## src/rtl/vsdram_pkg.sv

```systemverilog
package vsdram_pkg;
  // {cs_n, ras_n, cas_n, we_n}
  typedef enum logic [3:0] {
    CMD_MRS = 4'b0000,
    CMD_REF = 4'b0001,
    CMD_PRE = 4'b0010,
    CMD_ACT = 4'b0011,
    CMD_WR  = 4'b0100,
    CMD_RD  = 4'b0101,
    CMD_NOP = 4'b0111
  } sd_cmd_e;

  typedef enum logic [2:0] {
    S_PWR, S_PRE_ALL, S_REF_A, S_REF_B, S_MRS, S_WAIT, S_IDLE, S_RW
  } seq_state_e;
endpackage

```

## src/rtl/vsdram_ref_timer.sv

```systemverilog
module vsdram_ref_timer #(
  parameter int REF_INTERVAL = 620
) (
  input  logic clk_i,
  input  logic rst_ni,
  input  logic en_i,
  input  logic ack_i,
  output logic pend_o
);
  localparam int RCW = $clog2(REF_INTERVAL + 1);
  logic [RCW-1:0] cnt_q;

  always_ff @(posedge clk_i or negedge rst_ni) begin
    if (!rst_ni) begin
      cnt_q  <= '0;
      pend_o <= 1'b0;
    end else begin
      if (ack_i) pend_o <= 1'b0;
      if (en_i) begin
        if (cnt_q == RCW'(REF_INTERVAL - 1)) begin
          cnt_q  <= '0;
          pend_o <= 1'b1;
        end else begin
          cnt_q <= cnt_q + 1'b1;
        end
      end
    end
  end
endmodule

```

## src/rtl/vsdram_rd_capture.sv

```systemverilog
module vsdram_rd_capture #(
  parameter int DW = 16,
  parameter int CL = 2
) (
  input  logic          clk_i,
  input  logic          rst_ni,
  input  logic          rd_cmd_i,
  input  logic [DW-1:0] dq_i,
  output logic [DW-1:0] rdata_o,
  output logic          rvalid_o
);
  // rd_sh[k] set means a READ went out k+1 cycles ago
  logic [CL:0] rd_sh;
  logic        take;

  assign take = rd_sh[CL-1] | rd_sh[CL];

  always_ff @(posedge clk_i or negedge rst_ni) begin
    if (!rst_ni) begin
      rd_sh    <= '0;
      rdata_o  <= '0;
      rvalid_o <= 1'b0;
    end else begin
      rd_sh    <= {rd_sh[CL-1:0], rd_cmd_i};
      rvalid_o <= take;
      if (take) rdata_o <= dq_i;
    end
  end
endmodule

```

## src/rtl/vsdram_cmd_seq.sv

```systemverilog
module vsdram_cmd_seq
  import vsdram_pkg::*;
#(
  parameter int ROW_W       = 13,
  parameter int COL_W       = 9,
  parameter int BA_W        = 2,
  parameter int DW          = 16,
  parameter int CL          = 2,
  parameter int INIT_CYCLES = 16200,
  parameter int T_RP        = 2,
  parameter int T_RC        = 6,
  parameter int T_RCD       = 2,
  parameter int T_MRD       = 4,
  parameter int WR_GAP      = 5,
  parameter int RD_GAP      = 6
) (
  input  logic            clk_i,
  input  logic            rst_ni,
  input  logic            req_i,
  input  logic            we_i,
  input  logic [BA_W-1:0] bank_i,
  input  logic [ROW_W-1:0] row_i,
  input  logic [COL_W-1:0] col_i,
  input  logic [2*DW-1:0] wdata_i,
  input  logic [3:0]      wmask_i,
  input  logic            ref_pend_i,
  output logic            ref_ack_o,
  output logic            ready_o,
  output logic            done_o,
  output logic            rd_cmd_o,
  output logic [3:0]      cmd_o,
  output logic [BA_W-1:0] ba_o,
  output logic [ROW_W-1:0] a_o,
  output logic [DW-1:0]   dq_o,
  output logic            dq_oe_o,
  output logic [1:0]      dqm_o
);
  localparam int ICW  = $clog2(INIT_CYCLES + 1);
  localparam int MAXG = T_RC + T_MRD + T_RP + T_RCD + WR_GAP + RD_GAP;
  localparam int WCW  = $clog2(MAXG + 1);
  localparam logic [ROW_W-1:0] A10_BIT   = ROW_W'(1024);
  localparam logic [ROW_W-1:0] MODE_WORD = ROW_W'((CL << 4) | 1);

  seq_state_e       state_q, nxt_q;
  logic [WCW-1:0]   wcnt_q;
  logic [ICW-1:0]   icnt_q;
  sd_cmd_e          cmd_q;
  logic             ready_q, burst_q, we_q, wr_ph_q;
  logic [COL_W-1:0] col_q;
  logic [2*DW-1:0]  wdata_q;
  logic [3:0]       wmask_q;
  logic [ROW_W-1:0] rw_addr;

  always_comb begin
    rw_addr = A10_BIT;
    rw_addr[COL_W-1:0] = col_q;
  end

  always_ff @(posedge clk_i or negedge rst_ni) begin
    if (!rst_ni) begin
      state_q <= S_PWR;
      nxt_q   <= S_IDLE;
      wcnt_q  <= '0;
      icnt_q  <= '0;
      cmd_q   <= CMD_NOP;
      ba_o    <= '0;
      a_o     <= '0;
      ready_q <= 1'b0;
      burst_q <= 1'b0;
      we_q    <= 1'b0;
      col_q   <= '0;
      wdata_q <= '0;
      wmask_q <= '0;
      wr_ph_q <= 1'b0;
      dq_o    <= '0;
      dq_oe_o <= 1'b0;
      dqm_o   <= '0;
    end else begin
      cmd_q <= CMD_NOP;
      // second write beat follows the WRITE cycle
      if (wr_ph_q) begin
        dq_o    <= wdata_q[2*DW-1:DW];
        dqm_o   <= wmask_q[3:2];
        wr_ph_q <= 1'b0;
      end else begin
        dq_oe_o <= 1'b0;
        dqm_o   <= '0;
      end
      unique case (state_q)
        S_PWR: begin
          if (icnt_q == ICW'(INIT_CYCLES - 1)) state_q <= S_PRE_ALL;
          else icnt_q <= icnt_q + 1'b1;
        end
        S_PRE_ALL: begin
          cmd_q <= CMD_PRE; a_o <= A10_BIT;
          state_q <= S_WAIT; nxt_q <= S_REF_A; wcnt_q <= WCW'(T_RP - 2);
        end
        S_REF_A: begin
          cmd_q <= CMD_REF;
          state_q <= S_WAIT; nxt_q <= S_REF_B; wcnt_q <= WCW'(T_RC - 2);
        end
        S_REF_B: begin
          cmd_q <= CMD_REF;
          state_q <= S_WAIT; nxt_q <= S_MRS; wcnt_q <= WCW'(T_RC - 2);
        end
        S_MRS: begin
          cmd_q <= CMD_MRS; a_o <= MODE_WORD; ba_o <= '0;
          state_q <= S_WAIT; nxt_q <= S_IDLE; wcnt_q <= WCW'(T_MRD - 2);
        end
        S_WAIT: begin
          if (wcnt_q == '0) begin
            state_q <= nxt_q;
            if (nxt_q == S_IDLE) ready_q <= 1'b1;
          end else begin
            wcnt_q <= wcnt_q - 1'b1;
          end
        end
        S_IDLE: begin
          if (ref_pend_i) begin
            cmd_q <= CMD_REF; burst_q <= 1'b0;
            state_q <= S_WAIT; nxt_q <= S_IDLE; wcnt_q <= WCW'(T_RC - 2);
          end else if (req_i) begin
            cmd_q   <= CMD_ACT;
            ba_o    <= bank_i;
            a_o     <= row_i;
            we_q    <= we_i;
            col_q   <= col_i;
            wdata_q <= wdata_i;
            wmask_q <= wmask_i;
            burst_q <= 1'b1;
            state_q <= S_WAIT; nxt_q <= S_RW; wcnt_q <= WCW'(T_RCD - 2);
          end
        end
        S_RW: begin
          a_o <= rw_addr;
          state_q <= S_WAIT; nxt_q <= S_IDLE;
          if (we_q) begin
            cmd_q   <= CMD_WR;
            dq_o    <= wdata_q[DW-1:0];
            dqm_o   <= wmask_q[1:0];
            dq_oe_o <= 1'b1;
            wr_ph_q <= 1'b1;
            wcnt_q  <= WCW'(WR_GAP - 2);
          end else begin
            cmd_q  <= CMD_RD;
            wcnt_q <= WCW'(RD_GAP - 2);
          end
        end
        default: state_q <= S_PWR;
      endcase
    end
  end

  assign cmd_o     = cmd_q;
  assign ready_o   = ready_q;
  assign rd_cmd_o  = (cmd_q == CMD_RD);
  assign ref_ack_o = (state_q == S_IDLE) && ref_pend_i;
  assign done_o    = (state_q == S_WAIT) && (wcnt_q == '0) && (nxt_q == S_IDLE) && burst_q;
endmodule

```

## src/rtl/vsdram_ctrl.sv

```systemverilog
module vsdram_ctrl #(
  parameter int ROW_W        = 13,
  parameter int COL_W        = 9,
  parameter int BA_W         = 2,
  parameter int DW           = 16,
  parameter int CL           = 2,
  parameter int INIT_CYCLES  = 16200,
  parameter int REF_INTERVAL = 620,
  parameter int T_RP         = 2,
  parameter int T_RC         = 6,
  parameter int T_RCD        = 2,
  parameter int T_DAL        = 4,
  parameter int T_MRD        = 4
) (
  input  logic             clk_i,
  input  logic             rst_ni,
  input  logic             req_i,
  input  logic             we_i,
  input  logic [BA_W-1:0]  bank_i,
  input  logic [ROW_W-1:0] row_i,
  input  logic [COL_W-1:0] col_i,
  input  logic [2*DW-1:0]  wdata_i,
  input  logic [3:0]       wmask_i,
  output logic             ready_o,
  output logic             done_o,
  output logic [DW-1:0]    rdata_o,
  output logic             rvalid_o,
  output logic             sd_cs_no,
  output logic             sd_ras_no,
  output logic             sd_cas_no,
  output logic             sd_we_no,
  output logic [BA_W-1:0]  sd_ba_o,
  output logic [ROW_W-1:0] sd_a_o,
  output logic [DW-1:0]    sd_dq_o,
  output logic             sd_dq_oe_o,
  output logic [1:0]       sd_dqm_o,
  input  logic [DW-1:0]    sd_dq_i
);
  localparam int BL      = 2;
  localparam int WR_A    = T_DAL + BL - 1;
  localparam int WR_B    = T_RC - T_RCD;
  localparam int WR_GAP  = (WR_A > WR_B) ? WR_A : WR_B;
  // read waits for its last beat to be handed out
  localparam int RD_A    = CL + BL + 2;
  localparam int RD_B    = BL + T_RP;
  localparam int RD_AB   = (RD_A > RD_B) ? RD_A : RD_B;
  localparam int RD_GAP  = (RD_AB > WR_B) ? RD_AB : WR_B;

  logic       ref_pend, ref_ack, rd_cmd;
  logic [3:0] cmd;

  vsdram_ref_timer #(.REF_INTERVAL(REF_INTERVAL)) u_ref (
    .clk_i(clk_i), .rst_ni(rst_ni), .en_i(ready_o), .ack_i(ref_ack), .pend_o(ref_pend)
  );

  vsdram_cmd_seq #(
    .ROW_W(ROW_W), .COL_W(COL_W), .BA_W(BA_W), .DW(DW), .CL(CL),
    .INIT_CYCLES(INIT_CYCLES), .T_RP(T_RP), .T_RC(T_RC), .T_RCD(T_RCD),
    .T_MRD(T_MRD), .WR_GAP(WR_GAP), .RD_GAP(RD_GAP)
  ) u_seq (
    .clk_i(clk_i), .rst_ni(rst_ni), .req_i(req_i), .we_i(we_i),
    .bank_i(bank_i), .row_i(row_i), .col_i(col_i), .wdata_i(wdata_i), .wmask_i(wmask_i),
    .ref_pend_i(ref_pend), .ref_ack_o(ref_ack), .ready_o(ready_o), .done_o(done_o),
    .rd_cmd_o(rd_cmd), .cmd_o(cmd), .ba_o(sd_ba_o), .a_o(sd_a_o),
    .dq_o(sd_dq_o), .dq_oe_o(sd_dq_oe_o), .dqm_o(sd_dqm_o)
  );

  vsdram_rd_capture #(.DW(DW), .CL(CL)) u_cap (
    .clk_i(clk_i), .rst_ni(rst_ni), .rd_cmd_i(rd_cmd), .dq_i(sd_dq_i),
    .rdata_o(rdata_o), .rvalid_o(rvalid_o)
  );

  assign {sd_cs_no, sd_ras_no, sd_cas_no, sd_we_no} = cmd;
endmodule

```

## config.mk

```make
export PLATFORM = sky130hd
export DESIGN_NAME = vsdram_ctrl
export DESIGN_NICKNAME = d
export VERILOG_FILES = /design/src/rtl/vsdram_pkg.sv /design/src/rtl/vsdram_ref_timer.sv /design/src/rtl/vsdram_rd_capture.sv /design/src/rtl/vsdram_cmd_seq.sv /design/src/rtl/vsdram_ctrl.sv
export SDC_FILE = /design/constraint.sdc
export NUM_CORES = 1
export LEC_CHECK = 0
export ABC_AREA = 1
export BUFFER_PORTS_ARGS = -buffer_cell sky130_fd_sc_hd__buf_4
export CAP_MARGIN = 20
export CORE_MARGIN = 8
export CORE_UTILIZATION = 45
export DETAILED_ROUTE_END_ITERATION = 12
export GPL_TIMING_DRIVEN = 0
export PLACE_DENSITY = 0.8
export RECOVER_POWER = 50
export SLEW_MARGIN = 20
export SYNTH_ARGS = -nofsm -noshare
export SYNTH_HDL_FRONTEND = slang
export SYNTH_SLANG_ARGS = --single-unit
```

## constraint.sdc

```tcl
create_clock -name clk_i -period 3.3 [get_ports clk_i]
set_input_delay 0.165 -clock clk_i [delete_from_list [all_inputs] [get_ports clk_i]]
set_output_delay 0.165 -clock clk_i [all_outputs]
set_load 0.005 [all_outputs]
```

Yosys cells after proc, flatten, opt, wreduce, memory -nomap -nowiden
Index checks and enable logic that the tools add are counted.

operators by class
  add/sub/neg operators = 3
  equality and inequality tests = 17
  muxes and demuxes = 40
  bitwise logic cells = 3
  reductions and logical operators = 23

operators with widths
  cell                     count
  $pmux W13 S4             1
  $mux W16                 3
  $pmux W5 S6              1
  $mux W13                 2
  $mux W3                  8
  $pmux W4 S5              1
  $reduce_and A3 Y1        6
  $eq A3 B3 Y1 const B     5
  $mux W5                  3
  $pmux W3 S5              1
  $add A14 B1 Y14 const B  1
  $eq A14 B14 Y1 const B   1
  $pmux W3 S4              1
  $mux W1                  11
  $add A10 B1 Y10 const B  1
  $eq A10 B10 Y1 const B   1
  $mux W10                 1
  $mux W2                  5
  $eq A3 B2 Y1 const B     2
  $ne A2 B2 Y1 const B     3
  $reduce_and A2 Y1        3
  $reduce_bool A6 Y1       1
  $logic_not A5 Y1         1
  $reduce_bool A5 Y1       1
  other kinds (15)         22

storage, ports and cells
  bits in registers = 143
  bits of input ports = 80
  output and inout bits = 57
  logic and storage cells = 108

Longest topological paths before layout
Gate-level depths: netlist of run 1.

  depth after elaboration = 5
  depth in mapped cells = 10

By module
A second synthesis of run 1 with hierarchy kept.

second synthesis, totals
  cell total of the unflattened synthesis = 787
  area, all modules = 6475.0 um^2

modules (own cells, without submodules)
  module             instances  cells an instance  area each (um^2)
  vsdram_cmd_seq     1          624                5128.7
  vsdram_rd_capture  1          73                 737.0
  vsdram_ref_timer   1          90                 609.3

Worst setup path after synthesis of run 1
Ideal clock, no wire load.

  path kind = reg2reg
  start = reg u_seq.state_q[1]
  end = reg u_seq.icnt_q[5]
  setup time = 0.128 ns
  data arrival time = 1.249 ns
  data required time = 3.172 ns
  path slack = 1.923 ns
  cell stages (with the launch flop) = 9
  clock period less this slack = 1.377 ns
  cells stage by stage = dfrtp_1 buf_4 inv_2 nand3_1 inv_1 nand2_2 buf_4 nand2_1 o21ai_0

between the ends
  longest elaborated chain between the ends = 2

ends and longest elaborated chain
  item                                RTL line               text
  start, declared                     vsdram_cmd_seq.sv:44   seq_state_e state_q, nxt_q;
  start signal, assigned              vsdram_cmd_seq.sv:112  state_q <= nxt_q;
  $logic_not A3 Y1                    vsdram_cmd_seq.sv:89   unique case (state_q)
  $reduce_and A2 Y1 (no source line)  -
  end signal, assigned                vsdram_cmd_seq.sv:92   else icnt_q <= icnt_q + 1'b1;
  end, declared                       vsdram_cmd_seq.sv:46   logic [ICW-1:0] icnt_q;

No other way between the ends.
A chain may end at the register's enable or synchronous reset.

Worst setup path after layout of run 1
  start = reg u_seq.state_q[1]
  end = out done_o

between the ends
  longest elaborated chain between the ends = 4

ends and longest elaborated chain
  item                              RTL line               text
  $eq A3 B3 Y1                      vsdram_cmd_seq.sv:158  assign done_o = (state_q == S_WAIT) && (wcnt_q == '0) && (nxt_q == S_IDLE) && burst_q;
  $logic_and A1 B1 Y1 (3 in a row)  vsdram_cmd_seq.sv:158
  end, declared                     vsdram_ctrl.sv:25      output logic done_o,

No other way between the ends.

==> impl_metrics.toml, run 1 <==
[drt]
first_pass_iters = 5
antenna_left = 0
route.detailed.drc = 0
dr_total_vias = 5872
viasPerCell = 5.03
wire_per_inst_um = 15.4
wirelength_um = 18000
first_iter_violations = 412

[global_route]
antenna_found_initial = 1
overflow = 0
grt_max_degree = 76
grt_pass1_wl_um = 29800
grt_pass1_vias = 6083
grt_usage = 0.204

[synth]
yosysMostFrequentCell = "nand2_1"
ys_seq_area_frac = 0.557
synth_area_leaders = "dfrtp_1 54%, nand2_1 14%, inv_1 4.9%, o21ai_1 4.6%, o21ai_0 4.1%"
synth-simple-area-share = 0.222
yosys-top-cells-count = "237 x nand2_1, 137 x dfrtp_1, 84 x inv_1"
synth_xor_area_frac = 0.0137
synth_edf_count = 0
synthArstFlopShare = 1.00
synth_area_um2 = 6390
synth_compound_area_frac = 0.115
synth_ff_type = "dfrtp_1"
synth.mux.area_fraction = 0
syn_area_per_cell_um2 = 8.51
synth_top_family_by_area = "simple AND/OR/NAND/NOR gates"
yosys_warnings = 0
synth_fa_ha_area_frac = 0.00587
synth_top_area_share = 0.536
synth-seq-cells = 142
synth_nets = 834
netlist-cell-type-count = 33
synth_cells = 751
yosysTopAreaCell = "dfrtp_1"

[clock_network]
cts_tree = "built"
htreeDepth = 4
clockRootBuffer = "clkbuf_16"
cts.sinks = 142
numCtsBuffers = 17
cts_buffer_depth = 2
clk_pin_slew_ns = 0.06
clk_latency_ns = 0.42

[floorplanning]
pin_count = 137
placementRows = 43
fp.dieH_um = 135
core_um2 = 13900
dieArea_um2 = 18300
die_x_um = 135
start_util = 0.461

[pwr]
p_per_area_nw_per_um2 = 793
irDropWorstVdd_uv = 427
leakage_nw = 4.39

[cells_and_area]
design_area_um2 = 8850
layout-drive-gt1-share = 0.194
nets = 1056
fin_util = 0.638
syn_to_final_growth_pct = 38.4

[setup_path]
start_kind = "flip-flop"
rrSetupSlack_ns = 1.56
worstPathRequired_ns = 3.13
cp_max_fo = 9
crit_type = "reg2out"
cp-end-kind = "output pin"
arrival_ns = 1.91

[sta]
fmax_mhz = 482
setup-violations-final = 0
finalHoldViolCount = 0
finalCritPeriodShare = 0.629
finalSetupTns_ns = 0
tightestPinTransition_ns = 1.71
slew_headroom = -0.141
rsz0062_at_grt = "false"
maxSlewViolCount = 68
final.setup_skew_ns = 0.00720
period_minus_slack_ns = 2.08

[hold_path]
hp-class = "in2reg"

[place]
gp_congestion = 0.856
postPlaceCellArea_um2 = 7670
io_buffers = 135
hpwl_um = 11900

[outcome]
outcome = "finished with violations"
violations = "capacitance limit, slew limit"

[run]
cap_violations = 1
==> logic make-up (layout without fill, tap and decap cells) <==
| group | after synthesis | in the layout |
|---|---|---|
| buffers and inverters | 118 | 353 |
| adder cells (fa/ha/maj) | 3 | 3 |
| other | 1 | 2 |
| AND/OR/NAND/NOR | 338 | 338 |
| flip-flops | 142 | 142 |
| AO/OA/AOI/OAI | 139 | 139 |
| XOR/XNOR | 10 | 10 |
==> cell usage in the layout, fill, tap and decap left out, types with 2 or more instances in the layout <==
cell type,synthesis,layout
a21oi_1,10,10
nand4_1,6,6
o211ai_1,16,16
clkbuf_4,0,22
buf_4,9,104
clkbuf_1,6,27
buf_2,4,4
inv_2,4,4
o21ai_1,59,59
dlygate4sd3_1,0,67
nand2_1,237,237
clkinvlp_4,0,2
bufinv_16,0,3
nand2_2,3,3
nor2_4,3,2
buf_6,9,9
dfrtp_1,137,137
inv_1,84,84
xor2_1,3,3
nand2_4,2,2
ha_1,3,3
dfstp_2,5,4
clkbuf_16,0,17
clkinv_2,0,3
nor3_1,5,5
o21ai_0,53,53
nand3b_1,3,3
nor2_2,4,4
xnor2_1,7,7
nand3_1,27,27
nor2_1,44,45
==> sequential cells by signal, indices dropped and copies added, names as in the netlist, 2 cells and up <==
name	count
u_ref.cnt_q	10
u_seq.dqm_o	2
u_seq.cmd_o	3
u_cap.rdata_o	16
u_seq.state_q	3
u_seq.col_q	9
u_seq.wdata_q	32
u_seq.nxt_q	3
u_cap.rd_sh	3
u_seq.ba_o	2
u_seq.a_o	13
u_seq.dq_o	16
u_seq.wmask_q	4
u_seq.wcnt_q	5
u_seq.icnt_q	14
==> cell type report <==
cell class	count	area [um2]
Buffer	29	215
Timing Repair Buffer	203	1650
Inverter	89	334
Tap cell	180	225
Fill cell	1085	5030
Clock buffer	22	454
Multi-Input combinational cell	491	2280
Antenna cell	1	2.50
Clock inverter	10	138
Sequential cell	142	3560
==> path summary, 6_finish.rpt <==
kind,start,endpoint,depth (start not counted)
max reg2reg,u_seq.state_q[0],u_seq.dq_o[8],8
min in group asynchronous,rst_ni,u_seq.wdata_q[21],2
max in group asynchronous,rst_ni,u_seq.cmd_o[1],3
min,bank_i[0],u_seq.ba_o[0],3
max,u_seq.state_q[1],done_o,7
min reg2reg,u_cap.rd_sh[0],u_cap.rd_sh[1],0
==> critical path, cell delays in order, from the launching register on <==
cell and delay, ns:
dfrtp_1 0.35, buf_4 0.17, inv_2 0.18, nand3_1 0.19, nor2_1 0.18, nand4_1 0.17, nor2_1 0.13, buf_4 0.12
==> stage by stage <==
step                      std cells  power [W]  worst slack, ns  hold slack, ns
after CTS                      1166    0.00709             1.20         0.00219
after floorplan                 751    0.00404             1.92          -0.131
after global routing           1167    0.00749             1.10          0.0357
final                          1167    0.00702             1.22          0.0175
after detailed placement       1067    0.00507             1.66           0.151
after global placement         1066    0.00496             1.48           0.331
==> report_power, final <==
group	total (W)	internal, W	leakage [nW]	switching [W]
sequential	0.00270	0.00240	1.75	0.000301
clock	0.00194	0.00121	0.284	0.000728
combinational	0.00238	0.000996	2.35	0.00138
total	0.00702	0.00460	4.39	0.00241
==> routing by layer <==
layer | share of wire | GRT usage | up-vias
met5 | 0 | 0 | -
met1 | 0.41 | 0.241 | 2774
met4 | 0.027 | 0.0895 | 0
met3 | 0.066 | 0.0553 | 36
li1 | - | - | 2836
met2 | 0.50 | 0.343 | 226
==> repair_timing <==
item / in CTS / in global routing
hold buffers: 67 / 0
endpoints found under the setup margin: 0 / 0
buffers inserted: 0 / 0
hold endpoints to repair: 131 / 0
gates resized for setup: 0 / 0
Note: power is estimated with default switching activity, not from simulation.
==> run 2: changes to the inputs <==
==> constraint.sdc (replaced) <==
create_clock -name clk_i -period 2 [get_ports clk_i]
set_input_delay 0.1 -clock clk_i [delete_from_list [all_inputs] [get_ports clk_i]]
set_output_delay 0.1 -clock clk_i [all_outputs]
set_load 0.005 [all_outputs]
==> run 2 against run 1 <==
  * The flow still finishes with violations (capacitance limit, slew limit)
  * Clock skew barely moved
  * Utilization rose by 0.56 points
  * Clock-buffer cell count is the same
  * Largest power group unchanged
  * Wire length is 1.9% higher
  * Worst hold slack got worse by 0.0034 ns
  * Sequential cell count unchanged
  * Critical path depth is the same
==> impl_metrics.toml, run 2 (synthesis results as in run 1) <==
[outcome]
outcome = "finished with violations"
violations = "capacitance limit, slew limit"

[cells_and_area]
reg_top3 = "u_seq.wdata_q (32), u_cap.rdata_o (16), u_seq.dq_o (16)"
top_register = "u_seq.wdata_q"
nFillCells = 1072
largest_reg_flops = 32
layout-drive-gt1-share = 0.198
nets = 1062
design_area_um2 = 8930
syn_to_final_growth_pct = 39.7
final_cell_mix = "237 x nand2_1, 137 x dfrtp_1, 104 x buf_4, 83 x inv_1, 73 x dlygate4sd3_1"
layout_commonest_cell = "nand2_1"
seq_area_um2 = 3560
multiInputGateArea_um2 = 2300

[drt]
dr_total_vias = 5873
wire_per_inst_um = 15.6
antenna_left = 0
route.detailed.drc = 0
first_iter_violations = 367
first_pass_iters = 5
wirelength_um = 18300
viasPerCell = 5.01

[setup_path]
crit_chain = "inv_1 -> ha_4 -> nand3_1 -> nor2_2 -> nand4_1 -> nor2_1 -> buf_4"
cp_top_family = "simple AND/OR/NAND/NOR gates"
path_buf_inv = 2
crit_cells = 7
worstPathRequired_ns = 1.90
rrSetupSlack_ns = 0.21
crit_start = "u_seq.wcnt_q[1]"
start_kind = "flip-flop"
crit_type = "reg2out"
regToRegStartpoint = "u_seq.state_q[0]"
r2r_cells = 8
r2r_end = "u_seq.dq_o[8]"
cp-end-kind = "output pin"
cp-endpoint = "done_o"
arrival_ns = 1.76
cp_max_fo = 4
critical-path-max-stage-delay_ns = 0.37
cpMaxStageDelayCell = "dfrtp_1"

[place]
postPlaceCellArea_um2 = 7670
io_buffers = 135
hpwl_um = 11900
gp_congestion = 0.856

[floorplanning]
fp.dieH_um = 135
placementRows = 43
pin_count = 137
die_x_um = 135
core_um2 = 13900
dieArea_um2 = 18300
start_util = 0.461

[clock_network]
cts_buffer_depth = 2
clk_pin_slew_ns = 0.06
numCtsBuffers = 17
clk_latency_ns = 0.42
cts_tree = "built"
clockRootBuffer = "clkbuf_16"
htreeDepth = 4
postCtsSetupRepairBufs = 0
cts.sinks = 142

[pwr]
p_per_area_nw_per_um2 = 1310
leakage_nw = 4.41
irDropWorstVdd_uv = 705
fin_total_pwr_w = 0.0117

[sta]
slew_headroom = -0.0105
final.setup_skew_ns = 0.00725
finalHoldViolCount = 0
maxSlewViolCount = 68
setup-violations-final = 0
fmax_mhz = 539
finalCritPeriodShare = 0.928
period_minus_slack_ns = 1.86
tightestPinTransition_ns = 1.52

[global_route]
grt_usage = 0.207
grt_pass1_vias = 6136
antenna_found_initial = 1
overflow = 0
grt_pass1_wl_um = 30200
grt_max_degree = 76

[run]
cap_violations = 1

[hold_path]
hp-class = "in2reg"
[run 2: cell count changes in the layout (fill, tap and decap cells not counted), sizes merged]
cell	before	now
dlygate4sd3	67	73
clkbuf	68	67
buf	119	120
[run 2: per-layer routing]
metal  track usage  vias to the layer above  share of wire
met4        0.0950                        0          0.029
li1              -                     2847              -
met3        0.0571                       46          0.064
met2         0.348                      207           0.50
met5             0                        -              0
met1         0.241                     2773           0.41
[run 2: how the worst min path moves through the flow]
stage,startpoint,end,slack [ns],cells past startpoint
5_1_grt,row_i[3],u_seq.a_o[3],0.02,5
4_1_cts,row_i[3],u_seq.a_o[3],0.001,5
3_3_place_gp,sd_dq_i[12],u_cap.rdata_o[12],0.29,3
2_1_floorplan,rst_ni,u_cap.rd_sh[0],-0.20,0
6_report,row_i[5],u_seq.a_o[5],0.01,5
3_5_place_dp,rst_ni,u_seq.wdata_q[21],0.09,1
[run 2: power breakdown]
part	internal [W]	total, W	switching [W]	leakage [nW]
Combinational	0.00167	0.00401	0.00233	2.38
Sequential	0.00396	0.00446	0.000503	1.75
Clock	0.00199	0.00320	0.00121	0.284
Total	0.00762	0.0117	0.00404	4.41
[run 2: layout make-up]
type / count / area share
sequential: 142 / 0.399
multi-input combinational: 491 / 0.257
timing repair buffer: 209 / 0.190
clock buffer: 22 / 0.0509
inverter: 89 / 0.0377
tap: 180 / 0.0252
buffer: 29 / 0.0241
clock inverter: 10 / 0.0154
antenna: 1 / 0.000280
[run 2: worst reg2reg max path: stages (launching register included)]
cell and delay, ns:
dfrtp_1 0.52, nand2_1 0.12, inv_1 0.06, nand2_1 0.06, nor2_1 0.28, inv_2 0.20
buf_6 0.19, o211ai_1 0.09, o21ai_1 0.14
[run 2: timing repair]
item,in CTS,in global routing
gates resized for setup,1,6
setup endpoints to repair,1,1
hold buffers,73,0
endpoints found under the hold margin,139,0
gates cloned,0,0
pin swaps,0,1
[run 2: per-stage QoR]
step	worst slack, ns	TNS [ns]	util	hold WS [ns]	cells
floorplan	0.623	0	-	-0.196	751
global placement	0.248	0	0.550	0.295	1066
detailed placement	0.385	0	0.552	0.0863	1067
CTS	0.0182	0	0.648	0.00137	1172
global route	-0.00711	-0.00711	0.643	0.0181	1173
finish	0.145	0	0.643	0.0141	1173
==> run 3: changes to the inputs <==
--- a/config.mk
+++ b/config.mk
@@ -17,4 +17,5 @@
 export SLEW_MARGIN = 20
 export SYNTH_ARGS = -nofsm -noshare
 export SYNTH_HDL_FRONTEND = slang
+export SYNTH_HIERARCHICAL = 1
 export SYNTH_SLANG_ARGS = --single-unit
==> constraint.sdc (replaced) <==
create_clock -name clk_i -period 2 [get_ports clk_i]
set_input_delay 0.1 -clock clk_i [delete_from_list [all_inputs] [get_ports clk_i]]
set_output_delay 0.1 -clock clk_i [all_outputs]
set_load 0.05 [all_outputs]
==> run 3 against run 2 <==
  * The flow now finishes without violations
  * Setup slack worse by 0.068 ns
  * Critical path depth unchanged
  * Clock power is 3% lower
  * First-iteration DRC count fell by 17%
  * Global-route usage decreased by 0.76 points
  * Clock-buffer cell count up 1
  * Non-clock buffer count grew 6
  * Clock skew is 0.0013 ns lower
  * Sequential share of layout area decreased by 0.58 points
  * Wire length down 1.3%
  * Via count increased by 4.0%
  * Worst hold slack improved by 0.011 ns
  * Critical path type unchanged
  * Critical endpoint unchanged
  * Highest routed layer unchanged
==> impl_metrics.toml, run 3 <==
[outcome]
outcome = "finished clean"

[clock_network]
cts.sinks = 142
clk_latency_ns = 0.41
htreeDepth = 4
numCtsBuffers = 17
clk_pin_slew_ns = 0.06
clockRootBuffer = "clkbuf_16"
cts_tree = "built"
cts_buffer_depth = 2

[sta]
holdWs_ns = 0.0250
tightestPinTransition_ns = 1.24
final.setup_skew_ns = 0.00596
period_minus_slack_ns = 1.92
maxSlewViolCount = 0
finalHoldViolCount = 0
finalCritPeriodShare = 0.962
setup-violations-final = 0
fin_ws_ns = 0.0769
fmax_mhz = 520
slew_headroom = 0.176

[cells_and_area]
reg_top3 = "u_seq/wdata_q (32), u_cap/rdata_o (16), u_seq/dq_o (16)"
instances_no_fill = 1219
nFillCells = 1164
fin_util = 0.633
largest_reg_flops = 32
syn_to_final_growth_pct = 39.9
nets = 1104
layout_commonest_cell = "nand2_1"
multiInputGateArea_um2 = 2370
seq_area_um2 = 3560
final_cell_mix = "289 x nand2_1, 137 x dfrtp_1, 126 x buf_4, 92 x inv_1, 76 x dlygate4sd3_1"
top_register = "u_seq/wdata_q"
layout-drive-gt1-share = 0.189
design_area_um2 = 9060

[floorplanning]
placementRows = 44
dieArea_um2 = 18500
die_x_um = 136
pin_count = 137
core_um2 = 14300
start_util = 0.452
fp.dieH_um = 136

[pwr]
clock_power_share = 0.233
p_per_area_nw_per_um2 = 1470
p_sw_w = 0.00565
sequentialPowerShare = 0.340
power.internal_w = 0.00768
p_comb_frac = 0.427
irDropWorstVdd_uv = 958
leakage_nw = 4.58
sw_frac_of_total = 0.424

[global_route]
grt_max_degree = 94
grt_usage = 0.199
grt_pass1_wl_um = 29500
grt_pass1_vias = 6172
overflow = 0
antenna_found_initial = 1

[drt]
route.detailed.drc = 0
wire_per_inst_um = 14.8
wirelength_um = 18100
first_iter_violations = 304
antenna_left = 0
first_pass_iters = 7
dr_total_vias = 6110
viasPerCell = 5.01

[place]
postPlaceCellArea_um2 = 7750
io_buffers = 135
gp_congestion = 0.852
pre_cts_ws_ns = 0.349
hpwl_um = 11800
dp_cells = 1107

[synth]
synth_area_um2 = 6470
ys_seq_area_frac = 0.550
synth_top_area_share = 0.529
syn_area_per_cell_um2 = 8.23
netlist-cell-type-count = 33
synthArstFlopShare = 1.00
synth_nets = 870
yosys-top-cells-count = "289 x nand2_1, 137 x dfrtp_1, 91 x inv_1"
yosysTopAreaCell = "dfrtp_1"
synth_ff_type = "dfrtp_1"
synth_area_leaders = "dfrtp_1 53%, nand2_1 17%, inv_1 5.3%, o21ai_0 4.9%, o21ai_1 3.2%"
yosysMostFrequentCell = "nand2_1"
yosys_warnings = 6
synth_edf_count = 0
synth_cells = 787
synth-seq-cells = 142

[hold_path]
hp-class = "in2reg"

[setup_path]
cp_max_fo = 8
start_kind = "flip-flop"
crit_type = "reg2out"
worstPathRequired_ns = 1.90
arrival_ns = 1.82
cp-end-kind = "output pin"

[run]
cap_violations = 0
run 3: changes by cell type after synthesis, sizes merged, moves of 2 or more:
cell    change
nand2      +51
o21ai       -8
inv         +6
a21oi       -4
nor3        -4
nand3       -3
buf         -2
clkbuf      +2
run 3: worst paths after layout:
check                      slack [ns]           endpoint              from  cells after the start
max                              0.08             done_o  u_seq/state_q[1]                      7
min                              0.02       u_seq/a_o[1]          row_i[1]                      5
max reg2reg                      0.36    u_seq/icnt_q[8]   u_seq/icnt_q[0]                      8
min reg2reg                      0.35     u_cap/rd_sh[1]    u_cap/rd_sh[0]                      0
max in group asynchronous        0.39     u_seq/nxt_q[1]            rst_ni                      3
min in group asynchronous        0.48  u_cap/rdata_o[14]            rst_ni                      2
run 3: final cells by class:
type	instances	area share
Sequential cell	142	0.393
Multi-Input combinational cell	521	0.262
Timing Repair Buffer	215	0.194
Clock buffer	23	0.0528
Inverter	95	0.0396
Tap cell	184	0.0254
Buffer	29	0.0213
Clock inverter	9	0.0120
Antenna cell	1	0.000276
run 3: stage by stage:
step	total power [W]	setup TNS [ns]
6_report	0.0133	0
5_1_grt	0.0141	-0.0408
4_1_cts	0.0134	0
3_5_place_dp	0.0101	0
3_3_place_gp	0.00995	0
2_1_floorplan	0.00836	0
run 3: kinds of logic after synthesis:
kind of cell    share of synthesized area
compound gates                      0.106
fa+ha+maj                         0.00580
xor+xnor                           0.0122
other cells                      0.000579
simple gates                        0.239
flops                               0.550
buf+inv                            0.0862
run 3: critical path, cell delays in order (launching register included):
cell     delay [ns]
dfrtp_1        0.36
buf_4          0.17
inv_4          0.09
nand3_4        0.10
nor2_2         0.16
nand4_1        0.16
nor2_2         0.19
buf_6          0.18
run 3: metal layers:
layer | wire length, um | part of all wire | track usage | vias to the layer above
li1 | - | - | - | 2935
met1 | 7480 | 0.41 | 0.241 | 2899
met2 | 9000 | 0.50 | 0.334 | 240
met3 | 1180 | 0.065 | 0.0443 | 36
met4 | 440 | 0.024 | 0.0903 | 0
met5 | 0 | 0 | 0 | -
run 3: timing repair:
| action | in CTS | in global routing |
|---|---|---|
| pin swaps | 0 | 4 |
| hold buffers | 76 | 0 |
| buffers inserted | 0 | 3 |
| resized for setup | 2 | 5 |
| endpoints found under the hold margin | 124 | 0 |
| endpoints found under the setup margin | 1 | 1 |
run 3: power groups by stage:
| stage | sequential (W) | combinational (W) | clock, W |
|---|---|---|---|
| after detailed placement | 0.00457 | 0.00553 | 0 |
| final | 0.00453 | 0.00569 | 0.00311 |
| after global placement | 0.00453 | 0.00541 | 0 |
| after global routing | 0.00464 | 0.00617 | 0.00328 |
| after CTS | 0.00453 | 0.00571 | 0.00316 |
| after floorplan | 0.00612 | 0.00224 | 0 |
